`src/rtl/lcd_scan_timer.sv`:
```
module lcd_scan_timer #(
  parameter int SEG_W      = 40,
  parameter int EXT_W      = 80,
  parameter int COM_N      = 16,
  parameter int ROWS_SMALL = 8,
  parameter int ROWS_BIG   = 11,
  parameter int LONG_PER   = 400,
  parameter int SHORT_PER  = 200,
  parameter int LINE1      = 80,
  parameter int LINE2      = 40,
  parameter int BLINK_FR   = 32
) (
  input  logic                       clk,
  input  logic                       rst_n,
  input  logic                       two_line,
  input  logic                       big_font,
  input  logic                       disp_on,
  input  logic                       cursor_on,
  input  logic                       blink_on,
  input  logic [6:0]                 shift_ofs,
  input  logic [6:0]                 cursor_addr,
  input  logic [4:0]                 pat_bits,
  output logic [6:0]                 ram_addr,
  output logic [$clog2(COM_N)-1:0]   font_row,
  output logic [SEG_W-1:0]           seg_out,
  output logic [COM_N-1:0]           com_out,
  output logic                       ext_data,
  output logic                       ext_shift,
  output logic                       row_latch,
  output logic                       alt_m
);
  localparam int DOTS = SEG_W + EXT_W;
  localparam int PW   = $clog2((LONG_PER > SHORT_PER) ? LONG_PER : SHORT_PER);
  localparam int CHW  = $clog2(DOTS / 5 + 1);
  localparam int RW   = $clog2(COM_N) + 1;
  localparam int FW   = $clog2(BLINK_FR) + 1;
  localparam int HALF = COM_N / 2;

  logic [PW-1:0]    ph;
  logic [CHW-1:0]   chr;
  logic [2:0]       col;
  logic [RW-1:0]    row;
  logic [COM_N-1:0] com_q;
  logic [SEG_W-1:0] sr, lat;
  logic             m_q, blink_q;
  logic [FW-1:0]    fcnt;

  wire [RW-1:0] nrows = two_line ? RW'(COM_N) : (big_font ? RW'(ROWS_BIG) : RW'(ROWS_SMALL));
  wire [PW-1:0] per   = two_line ? PW'(SHORT_PER) : PW'(LONG_PER);
  wire          bnd   = ph >= per - 1'b1;
  wire          wrap  = row >= nrows - 1'b1;
  wire [RW-1:0] nxt   = wrap ? '0 : row + 1'b1;
  wire          line2 = two_line && (nxt >= RW'(HALF));
  wire [RW-1:0] frow  = line2 ? nxt - RW'(HALF) : nxt;

  wire [7:0] len = two_line ? 8'(LINE2) : 8'(LINE1);
  wire [7:0] s0  = 8'(chr) + {1'b0, shift_ofs};
  wire [7:0] s1  = (s0 >= len) ? s0 - len : s0;
  wire [7:0] s2  = (s1 >= len) ? s1 - len : s1;

  assign ram_addr = s2[6:0] + (line2 ? 7'h40 : 7'h00);
  assign font_row = frow[RW-2:0];

  wire          hit    = ram_addr == cursor_addr;
  wire [RW-1:0] ul_row = (!two_line && big_font) ? RW'(ROWS_BIG - 1) : RW'(ROWS_SMALL - 1);
  wire          dot    = pat_bits[3'd4 - col]
                       | (hit && blink_on && blink_q)
                       | (hit && cursor_on && frow == ul_row);

  wire in_seg = ph < PW'(SEG_W);
  wire in_ext = (ph >= PW'(SEG_W)) && (ph < PW'(DOTS));

  always_ff @(posedge clk) begin
    if (!rst_n) begin
      ph <= '0; chr <= '0; col <= '0; row <= '0;
      com_q <= COM_N'(1); sr <= '0; lat <= '0;
      m_q <= 1'b0; blink_q <= 1'b0; fcnt <= '0;
    end else if (bnd) begin
      ph <= '0; chr <= '0; col <= '0;
      lat <= sr;
      row <= nxt;
      com_q <= wrap ? COM_N'(1) : com_q << 1;
      if (wrap) begin
        m_q <= ~m_q;
        if (fcnt == FW'(BLINK_FR - 1)) begin
          fcnt <= '0;
          blink_q <= ~blink_q;
        end else begin
          fcnt <= fcnt + 1'b1;
        end
      end
    end else begin
      ph <= ph + 1'b1;
      if (ph < PW'(DOTS)) begin
        if (col == 3'd4) begin
          col <= '0;
          chr <= chr + 1'b1;
        end else begin
          col <= col + 1'b1;
        end
      end
      if (in_seg) sr <= {dot, sr[SEG_W-1:1]};
    end
  end

  assign seg_out   = disp_on ? lat : '0;
  assign com_out   = com_q;
  assign ext_shift = in_ext;
  assign ext_data  = in_ext && dot && disp_on;
  assign row_latch = bnd;
  assign alt_m     = m_q;

  logic [PW-1:0] sh_cnt;
  always_ff @(posedge clk) begin
    if (!rst_n || bnd) sh_cnt <= '0;
    else if (ext_shift) sh_cnt <= sh_cnt + 1'b1;
  end


  com_onehot_chk: assert property (@(posedge clk) disable iff (!rst_n)
    $countones(com_out) == 1);


  alt_frame_chk: assert property (@(posedge clk) disable iff (!rst_n)
    !row_latch |=> $stable(alt_m));


  latch_hold_chk: assert property (@(posedge clk) disable iff (!rst_n)
    !row_latch |=> $stable(lat));


  ext_count_chk: assert property (@(posedge clk) disable iff (!rst_n)
    row_latch |-> sh_cnt == PW'(EXT_W));


  ext_no_overlap_chk: assert property (@(posedge clk) disable iff (!rst_n)
    ext_shift |-> !row_latch);
endmodule

```
`config.mk`:
```
export PLATFORM = sky130hd
export DESIGN_NAME = lcd_scan_timer
export DESIGN_NICKNAME = d
export VERILOG_FILES = /design/src/rtl/lcd_scan_timer.sv
export SDC_FILE = /design/constraint.sdc
export NUM_CORES = 1
export LEC_CHECK = 0
export BUFFER_PORTS_ARGS = -buffer_cell sky130_fd_sc_hd__clkbuf_2
export CORE_MARGIN = 4
export CORE_UTILIZATION = 59
export CTS_BUF_LIST = sky130_fd_sc_hd__clkbuf_8
export DETAILED_ROUTE_END_ITERATION = 10
export PLACE_DENSITY = 0.83
export SKIP_LAST_GASP = 1
export SLEW_MARGIN = 20
export SYNTH_ARGS = -nofsm -noshare
export SYNTH_HDL_FRONTEND = slang
export SYNTH_SLANG_ARGS = --single-unit
export TNS_END_PERCENT = 50
```
`constraint.sdc`:
```
create_clock -name clk -period 8.5 [get_ports clk]
set_input_delay 1.275 -clock clk [delete_from_list [all_inputs] [get_ports clk]]
set_output_delay 1.275 -clock clk [all_outputs]
set_load 0.02 [all_outputs]
```
==> results.ini <==
[final_layout]
finish.utilization_pct = 70.7
drive_gt1_share_pct = 18.7
num-nets-final = 875
layout_commonest_cell = nand2_1
antennaDiodeCount = 0
area_growth_pct = 15.6
design_area_um2 = 7000
final_cell_mix = nand2_1 (183), dfxtp_1 (126), a21oi_1 (99), clkbuf_2 (96), nor2_1 (46)

[drt]
drt_first_pass_iters = 7
wl_met1_mm = 5.94
vias_per_cell = 5.38
postRouteAntennaNets = 0
num_vias = 5180
wl_met3_um = 628
post_drt_wl_per_cell_um = 14.0
drc = 0
drt-total-wl_mm = 13.5
drt_iter0_markers = 285
dr_wl_met2_mm = 6.69
highest-signal-layer = met4

[placed_design]
dpl.hpwl_mm = 9.04
place_congestion = 0.926
place_area_um2 = 6560
io_buffers = 96

[worst_setup_path]
worst_ep_arrival_time_ns = 6.35
start_kind = input pin
required_ns = 7.22
endpoint_kind = output pin
worstSetupPathType = in2out
crit_path_max_fanout = 4

[grt]
grt_max_degree = 91
globalRouteTotalUtil_pct = 23.5
grt_pass1_vias = 5102
grt_pass1_wl_mm = 22.9
grt_antenna_before_repair = 0
overflow = 0

[yosys]
seq_area_frac_synth_pct = 41.6
ys.flop_type = dfxtp_1
synth_area_um2 = 6060
synthArstFlopShare_pct = 0
ys_ff_latch = 126
synth_edf_count = 0
yosysTopAreaCellShare_pct = 41.6
yosys_warnings = 0
syn_avg_cell_area_um2 = 8.19
synth.area.top_cells = dfxtp_1 (42%), nand2_1 (11%), a21oi_1 (8.2%)
synth_top_area_cell = dfxtp_1
ys_types = 59
synth_fp_nets = 798
netlist_instances = 740

[sta]
fmax_mhz = 131
hold_viol_final = 0
fin_crit_sh_pct = 89.7
drv_slew = 0
slew_headroom_pct = 34.0
rsz0062_at_grt = no
fin_setup_tns_ns = 0
clock_skew_ns = 0.0103
worstMarginPinSlew_ns = 0.986
finalSetupViolations = 0
period_needed_ns = 7.63

[die]
ios = 97
fp-row-count = 36
die_area_um2 = 12000
start_util_pct = 61.2
core_region_area_um2 = 9910
die_h_um = 109
die_w_um = 109

[power]
peakVddDrop_uv = 95.8
comb_power_share_pct = 12.1
p_per_area_nw_per_um2 = 191
leakagePower_nw = 2.84
p_switching_w = 0.000347
pwr-share-seq_pct = 44.9
switching_share_pct = 26.0
p_clk_share_pct = 42.9
intPower_w = 0.000990

[clock_tree]
cts_sinks = 126
htree_levels = 4
hold_buffers = 0
clock_latency_ns = 0.42
ctsRootBufferMaster = clkbuf_8
cts_resized = 0
post-cts-setup-buffer-count = 0
cts_buffers = 17
cts_buffer_depth = 2
clkTransAtPathRegs_ns = 0.08
cts_tree = done

[status]
status = complete, no violations

[hold_path]
min_path_type = reg2reg

[job]
cap_violations = 0

==> worst paths after layout <==
path / from / endpoint / slack, ns / depth (start not counted)
worst min register to register: lat[12] / lat[12] / 0.45 / 2
worst min-delay path: lat[12] / lat[12] / 0.45 / 2
worst max-delay path: shift_ofs[0] / ext_data / 0.87 / 23
worst max register to register: chr[0] / sr[39] / 3.09 / 21
==> flip-flops by register name, summed over array words and instances (netlist names) <==
signal	cells
lat	40
sr	40
com_out	16
ph	9
fcnt	6
chr	5
row	5
col	3
alt_m	1
blink_q	1
==> power by group through the flow <==
| stage | registers [W] | logic (W) | clock network (W) |
|---|---|---|---|
| after floorplan | 0.000613 | 0.000127 | 0 |
| final | 0.000600 | 0.000162 | 0.000574 |
| after global placement | 0.000614 | 0.000153 | 0 |
| after detailed placement | 0.000614 | 0.000161 | 0 |
| after global routing | 0.000601 | 0.000178 | 0.000609 |
| after CTS | 0.000600 | 0.000162 | 0.000580 |
==> Yosys cell counts (2+ instances only) <==
cell	count
mux2_2	2
o21ai_0	7
a311oi_2	2
a22o_1	15
ha_1	29
mux2_4	2
nand2b_1	3
or2_1	2
inv_1	15
nor2_1	46
and3_1	2
or3_1	2
a21oi_1	99
xor2_1	21
a31oi_1	3
a21o_1	5
mux2i_1	2
and2_1	44
xnor2_1	19
dfxtp_1	126
nor2_4	2
and3b_1	3
nor4_1	2
nand2_1	183
o21ai_1	3
nand3_1	14
buf_4	3
nor3_1	6
clkbuf_1	37
fa_1	3
nand4_1	6
nor2b_1	5
==> metal layers <==
metal / global-route usage (%) / up-vias
met5: 0 / -
met4: 5.79 / 0
met3: 5.58 / 22
met2: 41.5 / 120
met1: 28.7 / 2426
li1: - / 2612
==> cells by family (layout without fill, tap and decap cells) <==
kind of cell | count (synthesis) | count (layout) | share of synthesized area, %
muxes | 8 | 8 | 1.80
adders and majority gates | 32 | 32 | 6.98
other | 1 | 1 | 0.0619
DFF | 126 | 126 | 41.6
buffers and inverters | 58 | 148 | 3.92
xor gates and xnor gates | 42 | 42 | 6.42
AOI/OAI and AO/OA | 144 | 144 | 14.1
and+or+nand+nor | 329 | 329 | 25.1
==> worst max-delay path, stage by stage <==
cell	delay (ns)
clkbuf_2	0.09
ha_1	0.17
inv_1	0.06
fa_1	0.43
nor2b_1	0.15
o21ai_1	0.08
nor2b_1	0.15
xnor2_1	0.31
ha_1	0.32
and3b_1	0.19
o21a_1	0.21
or3_4	0.35
nor2_4	0.17
mux2_2	0.42
ha_1	0.31
a21o_1	0.18
a211o_1	0.30
a21oi_1	0.21
nand3_1	0.18
a221oi_2	0.31
nor2b_1	0.09
a311oi_2	0.20
clkbuf_2	0.21
==> cell type report <==
type,count,area (µm²)
Clock buffer,17,234
Timing Repair Buffer,100,510
Fill cell,812,2910
Sequential cell,126,2520
Inverter,16,60.1
Multi-Input combinational cell,556,3300
Tap cell,133,166
Clock inverter,15,210
==> through the flow <==
stage / power [W] / setup slack (ns) / std cells / hold slack [ns]
2_1_floorplan: 0.000739 / 1.45 / 740 / 0.427
3_3_place_gp: 0.000767 / 1.14 / 931 / 0.435
3_5_place_dp: 0.000775 / 0.892 / 931 / 0.439
4_1_cts: 0.00134 / 0.884 / 963 / 0.452
5_1_grt: 0.00139 / 0.557 / 963 / 0.462
6_report: 0.00134 / 0.872 / 963 / 0.449
Power figures use the tool's default switching activity.
